## src/rtl/lirq_pkg.sv

```systemverilog
package lirq_pkg;

  localparam int unsigned ADDR_W     = 8;
  localparam int unsigned WORD_W     = 32;
  localparam int unsigned LOCAL_SRCS = 4;
  localparam int unsigned CTRL_W     = 2 * LOCAL_SRCS;
  localparam int unsigned TMR_LSB    = 0;
  localparam int unsigned MBX_LSB    = LOCAL_SRCS;
  localparam int unsigned GPU_BIT    = 8;

  localparam logic [ADDR_W-1:0] ROUTE_OFS = 8'h0C;
  localparam logic [3:0] TCTL_PAGE = 4'h4;
  localparam logic [3:0] MCTL_PAGE = 4'h5;
  localparam logic [3:0] IST_PAGE  = 4'h6;
  localparam logic [3:0] FST_PAGE  = 4'h7;

  typedef enum logic [2:0] {
    SEL_NONE,
    SEL_ROUTE,
    SEL_TCTL,
    SEL_MCTL,
    SEL_IST,
    SEL_FST
  } reg_sel_e;

  typedef struct packed {
    reg_sel_e   sel;
    logic [1:0] idx;
  } reg_dec_t;

  // Shared by the write path and the read path so both see one map.
  function automatic reg_dec_t decode_addr(input logic [ADDR_W-1:0] a,
                                           input int unsigned ncores);
    reg_dec_t d;
    d.sel = SEL_NONE;
    d.idx = a[3:2];
    if (a[1:0] == 2'b00) begin
      if (a == ROUTE_OFS) begin
        d.sel = SEL_ROUTE;
      end else if (32'(a[3:2]) < ncores) begin
        if (a[7:4] == TCTL_PAGE)      d.sel = SEL_TCTL;
        else if (a[7:4] == MCTL_PAGE) d.sel = SEL_MCTL;
        else if (a[7:4] == IST_PAGE)  d.sel = SEL_IST;
        else if (a[7:4] == FST_PAGE)  d.sel = SEL_FST;
      end
    end
    return d;
  endfunction

endpackage

```

## src/rtl/lirq_cfg_regs.sv

```systemverilog
module lirq_cfg_regs
  import lirq_pkg::*;
#(
  parameter int unsigned NUM_CORES = 4,
  parameter int unsigned CORE_W    = 2
) (
  input  logic              clk,
  input  logic              rst_n,
  input  logic              wr_en,
  input  logic [ADDR_W-1:0] addr,
  input  logic [WORD_W-1:0] wdata,
  output logic [CTRL_W-1:0] tctl [NUM_CORES],
  output logic [CTRL_W-1:0] mctl [NUM_CORES],
  output logic [CORE_W-1:0] route_irq,
  output logic [CORE_W-1:0] route_fiq
);

  reg_dec_t wdec;
  assign wdec = decode_addr(addr, NUM_CORES);

  always_ff @(posedge clk or negedge rst_n) begin
    if (!rst_n) begin
      route_irq <= '0;
      route_fiq <= '0;
    end else if (wr_en && wdec.sel == SEL_ROUTE) begin
      route_irq <= wdata[CORE_W-1:0];
      route_fiq <= wdata[2*CORE_W-1:CORE_W];
    end
  end

  always_ff @(posedge clk or negedge rst_n) begin
    if (!rst_n) begin
      for (int c = 0; c < NUM_CORES; c++) begin
        tctl[c] <= '0;
        mctl[c] <= '0;
      end
    end else if (wr_en) begin
      for (int c = 0; c < NUM_CORES; c++) begin
        if (wdec.sel == SEL_TCTL && wdec.idx == 2'(c)) tctl[c] <= wdata[CTRL_W-1:0];
        if (wdec.sel == SEL_MCTL && wdec.idx == 2'(c)) mctl[c] <= wdata[CTRL_W-1:0];
      end
    end
  end

endmodule

```

## src/rtl/lirq_steer.sv

```systemverilog
module lirq_steer
  import lirq_pkg::*;
#(
  parameter int unsigned NUM_CORES = 4,
  parameter int unsigned CORE_W    = 2
) (
  input  logic [LOCAL_SRCS-1:0] tmr [NUM_CORES],
  input  logic [LOCAL_SRCS-1:0] mbx [NUM_CORES],
  input  logic                  gpu_irq,
  input  logic                  gpu_fiq,
  input  logic [CTRL_W-1:0]     tctl [NUM_CORES],
  input  logic [CTRL_W-1:0]     mctl [NUM_CORES],
  input  logic [CORE_W-1:0]     route_irq,
  input  logic [CORE_W-1:0]     route_fiq,
  output logic [WORD_W-1:0]     irq_nxt [NUM_CORES],
  output logic [WORD_W-1:0]     fiq_nxt [NUM_CORES]
);

  for (genvar c = 0; c < NUM_CORES; c++) begin : g_core
    logic [WORD_W-1:0] iw;
    logic [WORD_W-1:0] fw;

    always_comb begin
      iw = '0;
      fw = '0;
      for (int n = 0; n < LOCAL_SRCS; n++) begin
        // FIQ enable wins; IRQ only when FIQ enable is clear.
        fw[TMR_LSB+n] = tmr[c][n] & tctl[c][n+LOCAL_SRCS];
        iw[TMR_LSB+n] = tmr[c][n] & tctl[c][n] & ~tctl[c][n+LOCAL_SRCS];
        fw[MBX_LSB+n] = mbx[c][n] & mctl[c][n+LOCAL_SRCS];
        iw[MBX_LSB+n] = mbx[c][n] & mctl[c][n] & ~mctl[c][n+LOCAL_SRCS];
      end
      fw[GPU_BIT] = gpu_fiq & (route_fiq == CORE_W'(c));
      iw[GPU_BIT] = gpu_irq & (route_irq == CORE_W'(c));
    end

    assign irq_nxt[c] = iw;
    assign fiq_nxt[c] = fw;
  end

endmodule

```

## src/rtl/lirq_status.sv

```systemverilog
module lirq_status
  import lirq_pkg::*;
#(
  parameter int unsigned NUM_CORES = 4
) (
  input  logic                 clk,
  input  logic                 rst_n,
  input  logic [WORD_W-1:0]    irq_nxt [NUM_CORES],
  input  logic [WORD_W-1:0]    fiq_nxt [NUM_CORES],
  output logic [WORD_W-1:0]    irq_stat [NUM_CORES],
  output logic [WORD_W-1:0]    fiq_stat [NUM_CORES],
  output logic [NUM_CORES-1:0] core_irq,
  output logic [NUM_CORES-1:0] core_fiq
);

  always_ff @(posedge clk or negedge rst_n) begin
    if (!rst_n) begin
      for (int c = 0; c < NUM_CORES; c++) begin
        irq_stat[c] <= '0;
        fiq_stat[c] <= '0;
      end
    end else begin
      for (int c = 0; c < NUM_CORES; c++) begin
        irq_stat[c] <= irq_nxt[c];
        fiq_stat[c] <= fiq_nxt[c];
      end
    end
  end

  always_comb begin
    for (int c = 0; c < NUM_CORES; c++) begin
      core_irq[c] = |irq_stat[c];
      core_fiq[c] = |fiq_stat[c];
    end
  end

endmodule

```

## src/rtl/lirq_router.sv

```systemverilog
module lirq_router
  import lirq_pkg::*;
#(
  parameter int unsigned NUM_CORES = 4
) (
  input  logic                           clk,
  input  logic                           rst_n,
  input  logic                           cfg_wr_en,
  input  logic                           cfg_rd_en,
  input  logic [7:0]                     cfg_addr,
  input  logic [31:0]                    cfg_wdata,
  output logic [31:0]                    cfg_rdata,
  input  logic [NUM_CORES*4-1:0]         tmr_irq,
  input  logic [NUM_CORES*4-1:0]         mbx_pend,
  input  logic                           gpu_irq,
  input  logic                           gpu_fiq,
  output logic [NUM_CORES-1:0]           core_irq,
  output logic [NUM_CORES-1:0]           core_fiq
);

  localparam int unsigned CORE_W = (NUM_CORES > 1) ? $clog2(NUM_CORES) : 1;

  logic [LOCAL_SRCS-1:0] tmr [NUM_CORES];
  logic [LOCAL_SRCS-1:0] mbx [NUM_CORES];
  logic [CTRL_W-1:0]     tctl [NUM_CORES];
  logic [CTRL_W-1:0]     mctl [NUM_CORES];
  logic [CORE_W-1:0]     route_irq;
  logic [CORE_W-1:0]     route_fiq;
  logic [WORD_W-1:0]     irq_nxt [NUM_CORES];
  logic [WORD_W-1:0]     fiq_nxt [NUM_CORES];
  logic [WORD_W-1:0]     irq_stat [NUM_CORES];
  logic [WORD_W-1:0]     fiq_stat [NUM_CORES];
  logic [WORD_W-1:0]     rd_word;
  reg_dec_t              rdec;

  for (genvar c = 0; c < NUM_CORES; c++) begin : g_split
    assign tmr[c] = tmr_irq[c*LOCAL_SRCS +: LOCAL_SRCS];
    assign mbx[c] = mbx_pend[c*LOCAL_SRCS +: LOCAL_SRCS];
  end

  lirq_cfg_regs #(.NUM_CORES(NUM_CORES), .CORE_W(CORE_W)) u_regs (
    .clk       (clk),
    .rst_n     (rst_n),
    .wr_en     (cfg_wr_en),
    .addr      (cfg_addr),
    .wdata     (cfg_wdata),
    .tctl      (tctl),
    .mctl      (mctl),
    .route_irq (route_irq),
    .route_fiq (route_fiq)
  );

  lirq_steer #(.NUM_CORES(NUM_CORES), .CORE_W(CORE_W)) u_steer (
    .tmr       (tmr),
    .mbx       (mbx),
    .gpu_irq   (gpu_irq),
    .gpu_fiq   (gpu_fiq),
    .tctl      (tctl),
    .mctl      (mctl),
    .route_irq (route_irq),
    .route_fiq (route_fiq),
    .irq_nxt   (irq_nxt),
    .fiq_nxt   (fiq_nxt)
  );

  lirq_status #(.NUM_CORES(NUM_CORES)) u_status (
    .clk      (clk),
    .rst_n    (rst_n),
    .irq_nxt  (irq_nxt),
    .fiq_nxt  (fiq_nxt),
    .irq_stat (irq_stat),
    .fiq_stat (fiq_stat),
    .core_irq (core_irq),
    .core_fiq (core_fiq)
  );

  assign rdec = decode_addr(cfg_addr, NUM_CORES);

  always_comb begin
    rd_word = '0;
    unique case (rdec.sel)
      SEL_ROUTE: rd_word[2*CORE_W-1:0] = {route_fiq, route_irq};
      SEL_TCTL:  rd_word[CTRL_W-1:0]   = tctl[rdec.idx];
      SEL_MCTL:  rd_word[CTRL_W-1:0]   = mctl[rdec.idx];
      SEL_IST:   rd_word               = irq_stat[rdec.idx];
      SEL_FST:   rd_word               = fiq_stat[rdec.idx];
      default:   rd_word               = '0;
    endcase
  end

  always_ff @(posedge clk or negedge rst_n) begin
    if (!rst_n)         cfg_rdata <= '0;
    else if (cfg_rd_en) cfg_rdata <= rd_word;
  end

endmodule

```

## config.mk

```make
export PLATFORM = sky130hd
export DESIGN_NAME = lirq_router
export DESIGN_NICKNAME = d
export VERILOG_FILES = /design/src/rtl/lirq_pkg.sv /design/src/rtl/lirq_cfg_regs.sv /design/src/rtl/lirq_steer.sv /design/src/rtl/lirq_status.sv /design/src/rtl/lirq_router.sv
export SDC_FILE = /design/constraint.sdc
export NUM_CORES = 1
export LEC_CHECK = 0
export ABC_AREA = 1
export BUFFER_PORTS_ARGS = -buffer_cell sky130_fd_sc_hd__buf_2
export CAP_MARGIN = 20
export CORE_MARGIN = 5
export CORE_UTILIZATION = 28
export DETAILED_ROUTE_END_ITERATION = 7
export MAX_ROUTING_LAYER = met4
export PLACE_DENSITY = 0.58
export SLEW_MARGIN = 15
export SYNTH_ARGS = -nofsm -noshare
export SYNTH_HDL_FRONTEND = slang
export SYNTH_SLANG_ARGS = --single-unit
```

## constraint.sdc

```tcl
create_clock -name clk -period 1.13 [get_ports clk]
set_input_delay 0.0565 -clock clk [delete_from_list [all_inputs] [get_ports clk]]
set_output_delay 0.0565 -clock clk [all_outputs]
set_load 0.1 [all_outputs]
```

Word level (Yosys, flattened, before mapping)

Cells that the tools add are included.

Register bits after elaboration: 172
Logic and storage cells: 226
Bits of input ports: 78

Magnitude comparators: 1
Equality and inequality tests: 19
Muxes and demuxes: 21
Reductions and logical operators: 29
Bitwise operators: 137

Operator list:

| kind                                                      | number |
|---|---|
| binary-select mux 32 bit (select 2 bit)                   | 2 |
| 2-to-1 mux 32 bit                                         | 4 |
| AND 1 bit                                                 | 104 |
| OR reduction 9 bit                                        | 8 |
| case mux 24 bit (2 select lines)                          | 1 |
| binary-select mux 8 bit (select 2 bit)                    | 2 |
| 2-to-1 mux 8 bit                                          | 4 |
| NOT 1 bit                                                 | 32 |
| case mux 4 bit (5 select lines)                           | 1 |
| 2-to-1 mux 3 bit                                          | 6 |
| == test 4 x 3 -> 1 bit (second input constant)            | 4 |
| case mux 4 bit (4 select lines)                           | 1 |
| AND reduction 2 bit                                       | 8 |
| == test 2 bit (second input constant)                     | 6 |
| logical AND 1 bit                                         | 9 |
| == test 8 x 4 -> 1 bit (second input constant)            | 1 |
| zero test 2 bit                                           | 4 |
| == test 2 x 1 -> 1 bit (second input constant)            | 3 |
| == test 3 x 2 -> 1 bit (second input constant)            | 2 |
| == test 3 bit (second input constant)                     | 2 |
| == test 3 x 1 -> 1 bit (second input constant)            | 1 |
| greater-or-equal comparator 3 bit (second input constant) | 1 |
| NOT 2 -> 3 bit                                            | 1 |

Longest topological paths before layout

Gate-level depths: netlist of the first run.

Word-level depth: 10
Gate-level depth with buffers: 12
Gate-level depth less buffers: 10

Hierarchy

A second synthesis of the first run with hierarchy kept.

Cells, all modules: 2,113
Area, all modules: 17,155.2 µm²

By module, submodules not included:

| module        | seq. area each (µm²) | cells an instance | times used | area an instance (µm²) |
|---|---|---|---|---|
| lirq_status   | 6,406.1              | 616               | 1          | 7,837.5 |
| lirq_router   | 800.8                | 832               | 1          | 4,364.2 |
| lirq_cfg_regs | 1,701.6              | 336               | 1          | 3,027.9 |
| lirq_steer    | 0.0                  | 329               | 1          | 1,925.6 |

Worst setup path after synthesis of the first run

OpenSTA, ideal clock, no wires.

Kind: reg2out
Start point: register u_status.irq_stat[98] (netlist name)
End point: output port core_irq[0]
Cell stages (with the launch flop): 3
Path slack: -0.318 ns
Required time: 1.074 ns
Arrival time: 1.392 ns
Buffers on the path: 0
Cell sequence: dfrtp_1 nor4_1 nand3_1

Cells in the longest elaborated chain, start to end: 1

RTL lines:

| what                              | RTL line          | source |
|---|---|---|
| from (decl)                       | lirq_status.sv:10 | `output logic [WORD_W-1:0] irq_stat [NUM_CORES],` |
| from (signal, indexed assignment) | lirq_status.sv:24 | `irq_stat[c] <= irq_nxt[c];` |
| OR reduction 9 bit                | lirq_status.sv:32 | `core_irq[c] = \|irq_stat[c];` |
| to (decl)                         | lirq_router.sv:17 | `output logic [NUM_CORES-1:0] core_irq,` |

Every way passes these cells.

Worst setup path in the final report of the first run

Start point: register u_status.irq_stat[69] (netlist name)
End point: output port core_irq[1]

The elaborated chain is that of the path after synthesis.

==> flow_summary.yaml, run 1 <==
outcome:
  run_status: "finished with violations"
  failed_checks: "setup timing"
clock_network:
  numCtsBuffers: 17
  cts_tree: "built"
  htree_levels: 4
  clk_pin_slew_ns: 0.06
  cts.sinks: 149
  clock-root-buffer: "clkbuf_16"
  clockBufferDepth: 2
  clkLatencyLatePin_ns: 0.43
final_layout:
  drive_gt1_share_pct: 29.4
  final_nets: 1200
  final_cell_mix: "nand2_1, dfrtp_1, buf_4, inv_1, nor2_1"
  multi_input_area_mm2: 0.00310
  fin_cells: 1459
  final_common_cell: "nand2_1"
  diodes: 0
  final_core_util_pct: 42.3
  register_area_mm2: 0.00374
  area_delta_synth_final_pct: 48.9
  fill_cells: 2454
place:
  hpwl_mm: 18.3
  gp_congestion: 0.934
  place_inst: 1382
  place_ws_ns: -0.313
  io_buffers: 70
job:
  cap_violations: 0
pwr:
  ir_drop_v: 0.000872
  power.total_mw: 14.9
  clock_power_share_pct: 40.0
  leakagePower_nw: 5.50
  powerDensity_mw_per_mm2: 1450
  p_int_mw: 10.4
  p_comb_share_pct: 21.0
  power_frac_seq_pct: 39.1
  switching_power_mw: 4.49
  p_sw_share_pct: 30.1
die:
  initial_core_util_pct: 28.4
  io_pins: 118
  die_area_mm2: 0.0279
  core_mm2: 0.0243
  fp-row-count: 57
  die_w_um: 167
  die_h_um: 167
global_routing:
  antenna_found_initial: 1
  grt_pass1_wl_mm: 37.3
  grt_pass1_vias: 6536
  grt_overflow: 0
  track_usage_pct: 18.0
  grt_max_degree: 37
route:
  avgRoutedWirePerCell_um: 16.5
  vias: 6534
  drc: 0
  dr.pass1.iters: 5
  routed_wl_mm: 24.1
  drt_iter0_drc: 549
  postRouteAntennaNets: 0
  viasPerCell: 4.48
sta:
  final_hold_viol_count: 0
  skew_ns: 0.00716
  tns_ns: -3.94
  period_share_pct: 143
  finalSetupViolations: 13
  min_period_ns: 1.62
  max_freq_mhz: 619
  layout_setup_ws_ns: -0.485
  slew_violations: 0
  rsz0062_at_grt: "yes"
logic_synthesis:
  synthCells: 886
  ys_seq_area_share_pct: 54.0
  synthTopCellsByArea: "dfrtp_1, nand2_1, o21ai_0, nor2_1, nand3_1"
  synth.cell_area_mm2: 0.00691
  synth_warnings: 0
  synth.avg_cell_area_um2: 7.80
  ys_ff_latch: 149
  synth_top_area_share_pct: 54.0
  synth_area_leader_cell: "dfrtp_1"
  synth.distinct_cells: 25
worst_setup_path:
  arrival_ns: 1.56
  path_max_fanout: 2
  critPathLaunchType: "register"
  endpoint_kind: "output port"
  critPathRequiredTime_ns: 1.07
  crit_type: "reg2out"
worst_hold_path:
  hp-class: "in2reg"
worst max-delay path: stages (launching register included):
cell and delay, ns:
dfrtp_1 0.41, nor4_2 0.26, buf_4 0.18, nand3_4 0.09
buf_12 0.19
path summary, 6_finish.rpt:
kind	startpoint	endpoint	slack, ns	depth (start not counted)
max	u_status.irq_stat[69]	core_irq[1]	-0.49	4
min	cfg_rd_en	cfg_rdata[6]	0.05	4
max reg2reg	u_status.irq_stat[5]	cfg_rdata[5]	-0.12	8
min reg2reg	u_regs.route_irq[1]	u_status.irq_stat[72]	0.49	1
max in group asynchronous	rst_n	u_status.fiq_stat[68]	0.47	3
min in group asynchronous	rst_n	cfg_rdata[4]	0.12	2
cells by family after synthesis:
kind of cell | after synthesis | share of synthesized area, %
buf+inv | 128 | 8.60
other cells | 1 | 0.0543
compound gates | 81 | 5.98
flops | 149 | 54.0
simple gates | 527 | 31.4
cell usage after synthesis:
| library cell | count |
|---|---|
| nand2_1 | 343 |
| dfrtp_1 | 149 |
| nor2_1 | 81 |
| inv_1 | 77 |
| o21ai_0 | 62 |
| nand3_1 | 58 |
| buf_4 | 28 |
| nor3_1 | 13 |
| clkbuf_1 | 12 |
| nor4_1 | 12 |
| o21ai_1 | 10 |
| buf_2 | 7 |
| nand2_2 | 6 |
| nand4_1 | 6 |
| a21oi_1 | 4 |
| nor2_4 | 4 |
| o22ai_1 | 4 |
| clkinv_1 | 2 |
| nor2_2 | 2 |
| a22oi_1 | 1 |
| and2_4 | 1 |
| buf_1 | 1 |
| conb_1 | 1 |
| inv_2 | 1 |
| nand3b_1 | 1 |
repair_timing:
item / 4_1_cts / 5_1_grt
resized for setup: 53 / 46
buffers inserted: 7 / 2
hold endpoints to repair: 225 / 0
hold buffers: 39 / 0
pin swaps: 22 / 28
setup endpoints to repair: 15 / 33
routing by layer:
layer | track usage, % | wire length (µm) | vias to the layer above
met5 | - | 0 | -
met4 | 6.19 | 788 | 0
met3 | 3.77 | 1450 | 48
met2 | 27.2 | 11000 | 231
met1 | 24.3 | 10800 | 3052
li1 | - | - | 3203
state kept, by name, summed over array words and instances (netlist names):
register / flops
u_status.fiq_stat: 36
u_regs.route_fiq: 2
u_status.irq_stat: 36
u_regs.mctl: 32
cfg_rdata: 9
u_regs.tctl: 32
u_regs.route_irq: 2
stage by stage:
stage	cell area [µm²]	hold WS (ns)
CTS	10100	0.0379
global route	10300	0.0751
detailed placement	8860	-0.0110
global placement	8860	-0.0153
floorplan	7210	-0.239
finish	10300	0.0509
power groups by stage:
stage                     Clock (mW)  Combinational (mW)  Sequential, mW
final                           5.95                3.12            5.82
after global routing            6.29                3.32            5.85
after CTS                       6.03                3.08            5.82
after detailed placement           0                2.71            5.90
after global placement             0                2.69            5.90
after floorplan                    0                1.61            5.95
cell type report:
type	instances	share of cell area [%]
Sequential cell	149	36.4
Timing Repair Buffer	243	20.6
Multi-Input combinational cell	631	30.1
Inverter	80	2.93
Tap cell	324	3.94
Clock buffer	21	4.57
Clock inverter	11	1.46
Note: power is estimated with default switching activity, not from simulation.
==> run 2, diff against run 1 <==
--- a/config.mk
+++ b/config.mk
@@ -13,6 +13,7 @@
 export DETAILED_ROUTE_END_ITERATION = 7
 export MAX_ROUTING_LAYER = met4
 export PLACE_DENSITY = 0.58
+export SKIP_CTS_REPAIR_TIMING = 1
 export SLEW_MARGIN = 15
 export SYNTH_ARGS = -nofsm -noshare
 export SYNTH_HDL_FRONTEND = slang
==> constraint.sdc (replaced) <==
create_clock -name clk -period 1.8 [get_ports clk]
set_input_delay 0.09 -clock clk [delete_from_list [all_inputs] [get_ports clk]]
set_output_delay 0.09 -clock clk [all_outputs]
set_load 0.1 [all_outputs]
==> flow_summary.yaml, run 2 (same netlist as run 1, synthesis figures left out) <==
outcome:
  run_status: "finished clean"
route:
  avgRoutedWirePerCell_um: 16.8
  viasPerCell: 4.53
  drc: 0
  vias: 6105
  postRouteAntennaNets: 0
  dr.pass1.iters: 7
  drt_iter0_drc: 569
  routed_wl_mm: 22.6
pwr:
  switching_power_mw: 2.72
  power_frac_seq_pct: 42.1
  powerDensity_mw_per_mm2: 1000
  ir_drop_v: 0.000473
  clock_power_share_pct: 41.3
  p_comb_share_pct: 16.6
  p_sw_share_pct: 31.1
  power.total_mw: 8.72
  p_int_mw: 6.00
  leakagePower_nw: 4.60
final_layout:
  reg_top3: "u_status.fiq_stat x36, u_status.irq_stat x36"
  final_common_cell: "nand2_1"
  final_nets: 1088
  diodes: 0
  fill_cells: 2578
  final_cell_mix: "nand2_1, dfrtp_1, nor2_1, inv_1"
  final_core_util_pct: 35.8
  fin_cells: 1347
  drive_gt1_share_pct: 13.8
  area_delta_synth_final_pct: 26.0
worst_setup_path:
  endpoint_kind: "output port"
  r2r_start: "u_regs.mctl[22]"
  cpPeakStageDelay_ns: 0.39
  critPathRequiredTime_ns: 1.71
  path_max_fanout: 2
  cp-startpoint: "u_status.irq_stat[38]"
  cp_top_family: "simple AND/OR/NAND/NOR gates"
  arrival_ns: 1.67
  crit_path_cell_trace: "nor4_1 -> buf_4 -> nand3_1 -> buf_6"
  crit_type: "reg2out"
  critPathSlowestCell: "dfrtp_1"
  path_buf_inv: 2
  critPathLaunchType: "register"
clock_network:
  clockBufferDepth: 2
  htree_levels: 4
  clk_pin_slew_ns: 0.07
  clock-root-buffer: "clkbuf_16"
  clkLatencyLatePin_ns: 0.44
  cts_tree: "built"
  numCtsBuffers: 17
  cts.sinks: 149
die:
  die_area_mm2: 0.0279
  fp-row-count: 57
  io_pins: 118
  core_mm2: 0.0243
  initial_core_util_pct: 28.4
  die_h_um: 167
  die_w_um: 167
sta:
  min_period_ns: 1.76
  skew_ns: 0.00765
  rsz0062_at_grt: "no"
  layout_setup_ws_ns: 0.0424
  final_hold_viol_count: 0
  finalSetupViolations: 0
  worstMarginPinSlew_ns: 0.541
  tns_ns: 0
  max_freq_mhz: 569
  period_share_pct: 97.6
  slew_violations: 0
  max_slew_margin_pct: 63.9
global_routing:
  grt_pass1_vias: 5784
  grt_pass1_wl_mm: 33.8
  antenna_found_initial: 0
  track_usage_pct: 16.5
  grt_max_degree: 47
  grt_overflow: 0
worst_hold_path:
  worstHoldStart: "cfg_wdata[5]"
  hp-class: "in2reg"
place:
  io_buffers: 70
  place_ws_ns: 0.114
  gp_congestion: 0.936
  hpwl_mm: 17.1
  place_inst: 1275
job:
  cap_violations: 0
run 2: changes by cell type in the layout (fill, tap and decap cells not counted), moves of 14 or more:
cell     before  now
buf_4       123   22
nand3_2      14    0
nand3_1      36   58
nand2_2      25    6
buf_12       24    2
nand2_1     319  343
run 2: worst paths after layout:
path                                    endpoint  slack, ns  cells after the start
setup / recovery                     core_irq[2]       0.04                      4
hold / removal                    u_regs.tctl[5]       0.12                      3
setup reg to reg                    cfg_rdata[6]       0.47                      8
hold reg to reg                     cfg_rdata[8]       0.47                      2
max in group asynchronous  u_status.irq_stat[96]       1.02                      3
min in group asynchronous         u_regs.mctl[6]       0.16                      2
run 2: through the flow:
step,hold WS [ns],area (µm²)
finish,0.118,8710
global route,0.138,8710
CTS,-0.394,8240
detailed placement,0.0722,7640
global placement,0.0649,7640
floorplan,-0.206,6990
run 2: power by group through the flow:
stage                     combinational, mW  clock (mW)  sequential, mW
after floorplan                       0.929           0            3.73
after global placement                 1.34           0            3.72
after detailed placement               1.35           0            3.72
after CTS                              1.35        3.65            3.66
after global routing                   1.55        3.82            3.69
final                                  1.45        3.60            3.67
run 2: routing by layer:
layer,GRT usage [%],wire length (µm),up-vias
met5,-,0,-
met4,5.16,461,0
met3,3.37,1170,31
met2,25.4,10600,189
met1,22.1,10400,2900
li1,-,-,2985
run 2: worst min-delay path, stage by stage:
cell,delay (ns)
buf_2,0.07
inv_1,0.17
o21ai_1,0.18
run 2: area by class of cell:
cell class              count  area (µm²)  area share (%)
clock inverters            13         148            1.70
flip-flops and latches    149        3730            42.8
multi-input cells         631        2700            31.0
well taps                 324         405            4.66
clock buffers              19         453            5.20
repair buffers            131         968            11.1
inverters                  80         300            3.45
==> run 3, diff against run 2 <==
--- a/config.mk
+++ b/config.mk
@@ -5,14 +5,13 @@
 export SDC_FILE = /design/constraint.sdc
 export NUM_CORES = 1
 export LEC_CHECK = 0
-export ABC_AREA = 1
+export ABC_AREA = 0
 export BUFFER_PORTS_ARGS = -buffer_cell sky130_fd_sc_hd__buf_2
 export CAP_MARGIN = 20
 export CORE_MARGIN = 5
 export CORE_UTILIZATION = 28
 export DETAILED_ROUTE_END_ITERATION = 7
 export MAX_ROUTING_LAYER = met4
-export PLACE_DENSITY = 0.58
 export SKIP_CTS_REPAIR_TIMING = 1
 export SLEW_MARGIN = 15
 export SYNTH_ARGS = -nofsm -noshare
==> flow_summary.yaml, run 3 <==
logic_synthesis:
  synth_common_cells: "dfrtp_1, mux2_2, nor2_1"
  synth_top_family_by_area: "multiplexers"
  synth_xor_area_share_pct: 0
  synth.most_common_cell: "dfrtp_1"
  yosys.area_share.simple_pct: 14.2
  ys_ff_latch: 149
  ys_seq_area_share_pct: 54.8
  yosys-mux-area-fraction_pct: 23.3
  synth_fa_ha_area_share_pct: 0
  synth_warnings: 0
  synth.avg_cell_area_um2: 13.2
  synth.cell_area_mm2: 0.00681
  synthCells: 517
  synthArstFlopShare_pct: 100
  synth_edf_count: 0
  synth_top_area_share_pct: 54.8
  synthTopCellsByArea: "dfrtp_1, mux2_2, mux4_2, and2_1, buf_4"
  synth-main-ff-cell: "dfrtp_1"
  synth_compound_area_share_pct: 3.11
  synth_area_leader_cell: "dfrtp_1"
  synth.distinct_cells: 39
place:
  io_buffers: 70
  place_ws_ns: 0.0574
  hpwl_mm: 14.3
  gp_congestion: 0.860
  place_area_mm2: 0.00759
  place_inst: 916
job:
  cap_violations: 0
route:
  vias: 4546
  drt_iter0_drc: 291
  wl_met3_um: 886
  viasPerCell: 4.63
  dr.pass1.iters: 4
  wl_met2_mm: 9.21
  highest_layer: "met4"
  drt-met1-wl_mm: 8.48
  routed_wl_mm: 19.1
  postRouteAntennaNets: 0
  drc: 0
  avgRoutedWirePerCell_um: 19.4
final_layout:
  diodes: 0
  final_common_cell: "dfrtp_1"
  design_area_mm2: 0.00864
  area_delta_synth_final_pct: 26.9
  final_cell_mix: "dfrtp_1, buf_2, mux2_2, nor2_1, nand2_1"
  drive_gt1_share_pct: 34.8
  final_nets: 724
  reg_top3: "u_status.fiq_stat x36, u_status.irq_stat x36"
  fin_cells: 982
clock_network:
  clkLatencyLatePin_ns: 0.42
  cts.sinks: 149
  clock-root-buffer: "clkbuf_16"
  clk_pin_slew_ns: 0.06
  clockBufferDepth: 2
  cts_tree: "built"
  numCtsBuffers: 17
  htree_levels: 4
worst_setup_path:
  r2r_start: "u_regs.tctl[5]"
  r2r_cells: 4
  reg2reg_slack_ns: 0.15
  critPathRequiredTime_ns: 1.71
  endpoint_kind: "output port"
  path_buf_inv: 1
  cpPeakStageDelay_ns: 0.42
  cp_top_family: "simple AND/OR/NAND/NOR gates"
  arrival_ns: 1.75
  crit_path_cell_trace: "nor3_1 -> nand3_1 -> buf_2"
  critPathSlowestCell: "nor3_1"
  path_max_fanout: 2
  crit_type: "reg2out"
  critPathLaunchType: "register"
  cp-startpoint: "u_status.fiq_stat[102]"
  r2r_end: "cfg_rdata[5]"
sta:
  max_slew_margin_pct: 66.2
  worstMarginPinSlew_ns: 0.511
  rsz0062_at_grt: "yes"
  period_share_pct: 102
  max_freq_mhz: 542
  final_hold_viol_count: 0
  slew_violations: 0
  min_period_ns: 1.84
  skew_ns: 0.00756
  finalSetupViolations: 3
  layout_setup_ws_ns: -0.0440
global_routing:
  grt_pass1_vias: 4592
  track_usage_pct: 14.4
  grt_max_degree: 56
  antenna_found_initial: 0
  grt_overflow: 0
  grt_pass1_wl_mm: 28.8
die:
  fp-row-count: 57
  die_h_um: 166
  io_pins: 118
  initial_core_util_pct: 28.2
  die_w_um: 166
  core_mm2: 0.0241
  die_area_mm2: 0.0275
outcome:
  run_status: "finished with violations"
  failed_checks: "setup timing"
worst_hold_path:
  hp-class: "in2async"
pwr:
  powerDensity_mw_per_mm2: 1020
  leakagePower_nw: 4.21
  ir_drop_v: 0.000631
  power.total_mw: 8.81
[run 3: worst max path at each step]
stage              endpoint  cells past startpoint  slack, ns
2_1_floorplan   core_fiq[0]                      2       0.32
5_1_grt         core_fiq[0]                      3     -0.001
3_3_place_gp   cfg_rdata[5]                      6       0.05
4_1_cts         core_irq[3]                      3      -0.04
6_report        core_fiq[0]                      3      -0.04
3_5_place_dp   cfg_rdata[5]                      6       0.06
[run 3: worst register-to-register path: stages, from the launching register on]
cell and delay, ns:
dfrtp_1 0.41, mux4_2 0.53, a2bb2oi_1 0.17, a211oi_2 0.32
o22ai_1 0.10
[run 3: layer usage]
| metal | track usage [%] | vias to the layer above |
|---|---|---|
| li1 | - | 2074 |
| met1 | 18.5 | 2296 |
| met2 | 22.5 | 140 |
| met3 | 3.14 | 36 |
| met4 | 5.63 | 0 |
| met5 | - | - |
[run 3: layout make-up]
cell class | count | area (µm²)
fill | 2397 | 15500
sequential | 149 | 3730
multi-input combinational | 345 | 2870
timing repair buffer | 128 | 957
clock buffer | 22 | 464
tap | 324 | 405
clock inverter | 9 | 199
inverter | 5 | 18.8
[run 3: logic make-up after synthesis]
kind of cell / Yosys count
mux: 111
compound gates: 25
flops: 149
buf+inv: 45
other cells: 1
simple gates: 186
[run 3: per-stage QoR]
stage	TNS, ns	utilization, %	hold WS, ns
2_1_floorplan	0	-	-0.206
3_3_place_gp	0	31.5	-0.0772
3_5_place_dp	0	31.5	-0.0807
4_1_cts	-0.210	34.3	-0.534
5_1_grt	-0.00113	35.8	0.0488
6_report	-0.0739	35.8	0.0480
[run 3: report_power, final]
part	leakage [nW]	internal, mW	switching, mW
clock network	0.324	2.66	1.34
logic	1.83	0.362	0.869
registers	2.05	3.47	0.105
